===== config.mk =====
export PLATFORM = sky130hd
export DESIGN_NAME = iir_lookahead
export DESIGN_NICKNAME = d
export VERILOG_FILES = /design/src/rtl/iir_pkg.sv /design/src/rtl/iir_coef_tap.sv /design/src/rtl/iir_sat_add.sv /design/src/rtl/iir_lookahead.sv
export SDC_FILE = /design/constraint.sdc
export NUM_CORES = 1
export LEC_CHECK = 0
export BUFFER_PORTS_ARGS = -buffer_cell sky130_fd_sc_hd__buf_2
export CORE_AREA = 2 2 98 100
export DETAILED_ROUTE_END_ITERATION = 8
export DIE_AREA = 0 0 100 102
export PLACE_DENSITY = 0.87
export SLEW_MARGIN = 40
export SYNTH_ARGS = -nofsm -noshare
export SYNTH_HDL_FRONTEND = slang
export SYNTH_SLANG_ARGS = --single-unit

===== constraint.sdc =====
create_clock -name clk_i -period 4.4 [get_ports clk_i]
set_input_delay 0.44 -clock clk_i [delete_from_list [all_inputs] [get_ports clk_i]]
set_output_delay 0.44 -clock clk_i [all_outputs]
set_load 0.1 [all_outputs]

===== src/rtl/iir_pkg.sv =====
package iir_pkg;
  // clip a constant to a signed w-bit range
  function automatic longint clip_sym(longint v, int unsigned w);
    longint hi;
    longint lo;
    hi = (longint'(1) <<< (w - 1)) - 1;
    lo = -hi - 1;
    if (v > hi) return hi;
    if (v < lo) return lo;
    return v;
  endfunction
endpackage


===== src/rtl/iir_coef_tap.sv =====
module iir_coef_tap #(
  parameter int unsigned DATA_W = 16,
  parameter logic signed [DATA_W-1:0] COEF = '0
) (
  input  logic                     clk_i,
  input  logic                     rst_ni,
  input  logic                     en_i,
  input  logic signed [DATA_W-1:0] d_i,
  output logic signed [DATA_W:0]   q_o
);
  localparam int unsigned FRAC_W = DATA_W - 1;
  localparam int unsigned PROD_W = 2 * DATA_W;

  logic signed [PROD_W-1:0] prod;
  logic signed [PROD_W-1:0] prod_sh;

  assign prod    = d_i * COEF;
  assign prod_sh = prod >>> FRAC_W;  // floor

  always_ff @(posedge clk_i or negedge rst_ni) begin
    if (!rst_ni) q_o <= '0;
    else if (en_i) q_o <= prod_sh[DATA_W:0];
  end
endmodule


===== src/rtl/iir_sat_add.sv =====
module iir_sat_add #(
  parameter int unsigned DATA_W = 16
) (
  input  logic signed [DATA_W-1:0] x_i,
  input  logic signed [DATA_W:0]   a_i,
  input  logic signed [DATA_W:0]   b_i,
  output logic signed [DATA_W-1:0] y_o
);
  localparam int unsigned SUM_W = DATA_W + 3;
  localparam logic signed [SUM_W-1:0] SAT_HI = {4'b0000, {(DATA_W-1){1'b1}}};
  localparam logic signed [SUM_W-1:0] SAT_LO = {4'b1111, {(DATA_W-1){1'b0}}};

  logic signed [SUM_W-1:0] sum;

  assign sum = {{3{x_i[DATA_W-1]}}, x_i}
             + {{2{a_i[DATA_W]}}, a_i}
             + {{2{b_i[DATA_W]}}, b_i};

  always_comb begin
    if (sum > SAT_HI)      y_o = {1'b0, {(DATA_W-1){1'b1}}};
    else if (sum < SAT_LO) y_o = {1'b1, {(DATA_W-1){1'b0}}};
    else                   y_o = sum[DATA_W-1:0];
  end
endmodule


===== src/rtl/iir_lookahead.sv =====
module iir_lookahead #(
  parameter int unsigned DATA_W = 16,
  parameter logic signed [DATA_W-1:0] COEF_A = 16'sh6000
) (
  input  logic                     clk_i,
  input  logic                     rst_ni,
  input  logic                     valid_i,
  input  logic signed [DATA_W-1:0] x_i,
  output logic                     valid_o,
  output logic signed [DATA_W-1:0] y_o
);
  localparam int unsigned FRAC_W = DATA_W - 1;
  localparam longint A2_FULL = (longint'(COEF_A) * longint'(COEF_A)) >>> FRAC_W;
  localparam logic signed [DATA_W-1:0] COEF_A2 =
    DATA_W'(iir_pkg::clip_sym(A2_FULL, DATA_W));

  logic signed [DATA_W:0]   ff_term;  // A*x(n-1)
  logic signed [DATA_W:0]   fb_term;  // A2*y(n-2)
  logic signed [DATA_W-1:0] y_next;
  logic signed [DATA_W-1:0] y_q;
  logic                     valid_q;

  // feed-forward tap, outside the loop
  iir_coef_tap #(.DATA_W(DATA_W), .COEF(COEF_A)) u_ff_tap (
    .clk_i (clk_i),
    .rst_ni(rst_ni),
    .en_i  (valid_i),
    .d_i   (x_i),
    .q_o   (ff_term)
  );

  // loop register retimed between multiplier and adder
  iir_coef_tap #(.DATA_W(DATA_W), .COEF(COEF_A2)) u_fb_tap (
    .clk_i (clk_i),
    .rst_ni(rst_ni),
    .en_i  (valid_i),
    .d_i   (y_q),
    .q_o   (fb_term)
  );

  iir_sat_add #(.DATA_W(DATA_W)) u_sum (
    .x_i(x_i),
    .a_i(ff_term),
    .b_i(fb_term),
    .y_o(y_next)
  );

  always_ff @(posedge clk_i or negedge rst_ni) begin
    if (!rst_ni) begin
      y_q     <= '0;
      valid_q <= 1'b0;
    end else begin
      valid_q <= valid_i;
      if (valid_i) y_q <= y_next;
    end
  end

  assign y_o     = y_q;
  assign valid_o = valid_q;
endmodule


After elaboration in Yosys (flattened, before gate mapping)
Cells that the tools add are included.
- multiplexer cells: 2
- add/subtract/negate cells: 2
- order comparisons: 2
- $mul: 2
- operators with widths (cell ; number):
    2-to-1 mux 16 bit ; 2
    multiplier 16 x 5 -> 21 bit, second input constant ; 1
    adder 19 bit ; 1
    greater-than comparator 19 x 16 -> 1 bit, second input constant ; 1
    < comparator 19 x 16 -> 1 bit, second input constant ; 1
    multiplier 16 x 3 -> 19 bit, second input constant ; 1
    adder 16 x 17 -> 18 bit ; 1
- register bits after elaboration: 51
- input bits: 19

Longest topological paths before layout
- word-level depth: 5
- gate-level depth with buffers: 21
- gate-level depth less buffers: 20

Modules after synthesis
A second synthesis with hierarchy kept.
- cells, all modules: 561
- area total of the unflattened synthesis: 5646.7 µm²
- by module, submodules not included (module ; cells each ; area each (µm²) ; times used):
    iir_coef_tap at u_ff_tap ; 173 ; 1666.6 ; 1
    iir_sat_add ; 189 ; 1660.3 ; 1
    iir_coef_tap at u_fb_tap ; 164 ; 1645.3 ; 1
    iir_lookahead ; 35 ; 674.4 ; 1

Worst setup path after synthesis
No wires, ideal clock.
- kind: input port to flip-flop
- start: input x_i[0]
- end: register y_q[2] (netlist: y_o[2])
- slack: 0.007 ns
- stages: 21
- arrival: 4.266 ns
- library setup time: 0.128 ns
- cell sequence: ha_1 inv_1 fa_1 nor2b_1 o21ai_0 a21boi_0 o21ai_0 a211oi_1 nor3_1 o41ai_1 a21oi_1 xnor2_1 ha_1 nand3_1 nand2_1 o31a_1 o31ai_1 nand4_1 buf_2 a21oi_1 o2bb2ai_1
- cells in the longest elaborated chain, start to end: 5
- elaborated cells on any way between the ends: 6
- RTL lines (item ; line ; source):
    from (decl) ; iir_lookahead.sv:8 ; input logic signed [DATA_W-1:0] x_i,
    adder 16 x 17 -> 18 bit * ; iir_sat_add.sv:16 ; + {{2{a_i[DATA_W]}}, a_i}
    adder 19 bit * ; iir_sat_add.sv:17 ; + {{2{b_i[DATA_W]}}, b_i};
    < comparator 19 x 16 -> 1 bit ; iir_sat_add.sv:21 ; else if (sum < SAT_LO) y_o = {1'b1, {(DATA_W-1){1'b0}}};
    2-to-1 mux 16 bit ; iir_sat_add.sv:21 ;
    2-to-1 mux 16 bit * ; iir_sat_add.sv:20 ; if (sum > SAT_HI) y_o = {1'b0, {(DATA_W-1){1'b1}}};
    to (signal assigned) ; iir_lookahead.sv:54 ; if (valid_i) y_q <= y_next;
    to (decl) ; iir_lookahead.sv:20 ; logic signed [DATA_W-1:0] y_q;
Every way passes the cells marked *; elsewhere a longest branch is shown, timed or not.
A chain may end at the register's enable or synchronous reset.

Final worst setup path
- start: register u_ff_tap.q_o[0]
- end: register y_q[9] (netlist: y_o[9])
- cells in the longest elaborated chain, start to end: 5
- elaborated cells on any way between the ends: 6
- RTL lines (item ; line ; source):
    from (decl) ; iir_coef_tap.sv:9 ; output logic signed [DATA_W:0] q_o
    from (signal assigned) ; iir_coef_tap.sv:22 ; else if (en_i) q_o <= prod_sh[DATA_W:0];
    adder 16 x 17 -> 18 bit * ; iir_sat_add.sv:16 ;
    adder 19 bit * ; iir_sat_add.sv:17 ;
    < comparator 19 x 16 -> 1 bit ; iir_sat_add.sv:21 ;
    2-to-1 mux 16 bit ; iir_sat_add.sv:21 ;
    2-to-1 mux 16 bit * ; iir_sat_add.sv:20 ;
Marks and branches as above.

==> flow_summary.yaml <==
synthesis:
  average_cell_area_after_synthesis_um2: 9.55
  syn_nets: 639
  ys.flop_type: "dfrtp_1"
  synth.cell_area_um2: 4990
  synth-edff-count: 0
  yosys_register_bits: 51
  ys_seq_area_frac: 0.256
  yosys_warnings: 0
  asyncSetResetFlopFracSynth: 1.00
  synth_cell_types: 52
  syn-instance-count: 522
sta:
  slew_headroom: 0.413
  final_setup_margin_ns: -0.136
  maxSlewViolCount: 0
  hold_viol: 0
  worst_pin_slew_ns: 0.880
  timing.final.crit_share: 1.03
  timing.final.setup_violations: 14
  minimum_clock_period_after_layout_ns: 4.54
  grt_setup_unrepaired: "yes"
  timing.clock.skew_ns: 0.00951
  fmax_mhz: 220
floorplanning:
  dieArea_um2: 10200
  dieWidth_um: 100
  boundary_pins: 36
  die_y_um: 102
  initial_utilization: 0.547
  row_count: 35
  placeableCoreArea_um2: 9110
cells_and_area:
  layout.core_utilization: 0.643
  num-nets-final: 706
  post_route_cells_drive_above_1_share: 0.261
  stdcell_area_um2: 5860
  final.fill_count: 703
  antennaDiodeCount: 0
  area_growth_syn_to_layout_pct: 17.4
clock_network:
  clock_sink_count: 51
  worst_skew_pair.late_latency_ns: 0.30
  cts_max_path_buffers: 2
  cts_buffers: 5
  cts_hold_buffers: 0
  ctsHtreeMaxLevel: 2
  cts_tree: "done"
  clk_transition_reported_paths_ns: 0.10
  cts_root_buf: "clkbuf_8"
hold_path:
  holdCritPathClass: "primary input to asynchronous set/reset pin"
detailed_routing:
  drt_iter0_markers: 114
  drtPass1Iterations: 4
  vias_per_cell: 5.92
  postRouteWirelength_um: 11200
  antenna_left: 0
  vias: 4147
  per_cell_routed_wire_length_um: 16.0
  drc_errors: 0
grt:
  gr-total-overflow: 0
  antenna_found_initial: 0
  via_count_of_the_first_global_routing_pass: 4215
  globalRouteTotalUtil: 0.219
  grt_pass1_wl_um: 18500
  grt_start_max_net_pins: 52
place:
  place.port_buffers: 35
  placedInstanceArea_um2: 5430
  place_hpwl_um: 8340
  preCtsSetupSlack_ns: -0.565
  routabilityCongestion: 0.901
run_status:
  run_status: "complete, but fails checks"
  violations: "setup timing"
setup_path:
  timing.rr.start: "u_ff_tap.q_o[0]"
  cp_data_required_time_ns: 4.63
  critical_path_arrival_ns: 4.76
  critical_path_peak_fanout: 7
  reg2reg_setup_slack_ns: -0.14
  critPathCaptureType: "flip-flop"
  timing.reg2reg.worst_path_depth: 24
  startpoint_type: "flip-flop"
  worst-setup-path-type: "flip-flop to flip-flop"
  r2r-end: "y_o[9]"
flow_run:
  timing.max_cap.violations: 0
-- per-stage QoR --
stage          std cells  hold slack (ns)  TNS (ns)
4_1_cts              697            0.262         0
3_5_place_dp         682            0.481     -8.28
5_1_grt              701            0.296     -4.18
6_report             701            0.228     -1.36
2_1_floorplan        522            0.144         0
3_3_place_gp         682            0.470     -5.82
-- sequential cells by signal, indices dropped and copies added (netlist names) --
register and count:
y_o 16, valid_o 1, u_ff_tap.q_o 17, u_fb_tap.q_o 17
-- cell usage after synthesis, drive strengths merged (7+ instances only) --
| master | number | share of area |
|---|---|---|
| o2bb2ai | 15 | 0.026 |
| inv | 21 | 0.016 |
| xor2 | 14 | 0.025 |
| a21o | 16 | 0.024 |
| a21oi | 56 | 0.056 |
| ha | 94 | 0.24 |
| o21ai | 20 | 0.021 |
| xnor2 | 39 | 0.069 |
| a211oi | 7 | 0.012 |
| nand2 | 21 | 0.016 |
| nor3 | 10 | 0.010 |
| nand3 | 11 | 0.011 |
| dfrtp | 51 | 0.26 |
| nor2 | 30 | 0.023 |
| mux2 | 24 | 0.054 |
| clkbuf | 7 | 0.0053 |
| o211ai | 9 | 0.016 |
-- worst max-delay path, cell delays in order (launching register included) --
cell	delay [ns]
dfrtp_1	0.38
ha_2	0.19
inv_2	0.04
fa_2	0.39
nor2b_2	0.14
o21ai_2	0.08
a21boi_2	0.19
buf_4	0.14
buf_4	0.10
buf_4	0.09
buf_4	0.09
buf_4	0.09
nor2_2	0.04
ha_4	0.29
o211ai_2	0.09
o211ai_2	0.22
a41oi_2	0.16
o31a_1	0.36
o211a_1	0.26
or3_4	0.39
buf_6	0.13
nand4_1	0.18
buf_6	0.19
a21oi_2	0.07
o2bb2ai_1	0.15
-- worst max path at each step --
stage | start | end | slack (ns) | depth (start not counted)
floorplan | x_i[0] | y_o[2] | 0.007 | 21
global placement | x_i[0] | y_o[2] | -0.39 | 22
detailed placement | x_i[0] | y_o[4] | -0.56 | 22
CTS | u_ff_tap.q_o[0] | y_o[8] | 0.005 | 21
global route | u_ff_tap.q_o[0] | y_o[9] | -0.33 | 24
finish | u_ff_tap.q_o[0] | y_o[9] | -0.14 | 24
-- layout by cell type, fill, tap and decap left out, drive strengths merged, types with 7 or more instances in the layout --
master,synthesis,final
o21ai,20,21
dfrtp,51,51
clkbuf,7,7
a21oi,56,56
o2bb2ai,15,15
xor2,14,14
inv,21,21
a211oi,7,7
nand3,11,11
buf,6,72
nor2,30,30
nor3,10,10
o211ai,9,9
a21o,16,16
nand2,21,21
xnor2,39,39
mux2,24,24
ha,94,94
-- routing by layer --
layer | vias up | part of all wire | GRT usage
met5 | - | 0 | 0
met4 | 0 | 0.013 | 0.0527
met3 | 19 | 0.024 | 0.0178
met2 | 71 | 0.51 | 0.418
met1 | 1996 | 0.45 | 0.269
li1 | 2061 | - | -
-- repair_timing --
item,in CTS,in global routing
buffers inserted,6,3
pin swaps,17,33
gates cloned,1,1
gates resized for setup,23,31
endpoints found under the setup margin,16,16
-- cells by family (layout without fill, tap and decap cells) --
logic type	count (synthesis)	count (layout)	share of synthesized area
compound gates	162	163	0.219
xor+xnor	53	53	0.0931
fa+ha+maj	98	98	0.252
buf+inv	34	101	0.0296
flops	51	51	0.256
mux	25	25	0.0562
simple gates	99	99	0.0946
-- area by class of cell --
type,count,area (um^2),share of cell area
inverters,21,78.8,0.0135
clock inverters,1,7.51,0.00128
repair buffers,72,472,0.0806
multi-input cells,438,3790,0.647
flip-flops and latches,51,1280,0.218
well taps,111,139,0.0237
clock buffers,7,96.3,0.0165
Power is left out: the tool's default activity adds up to more than one toggle a clock period on the data nets, which glitch-free logic cannot reach.
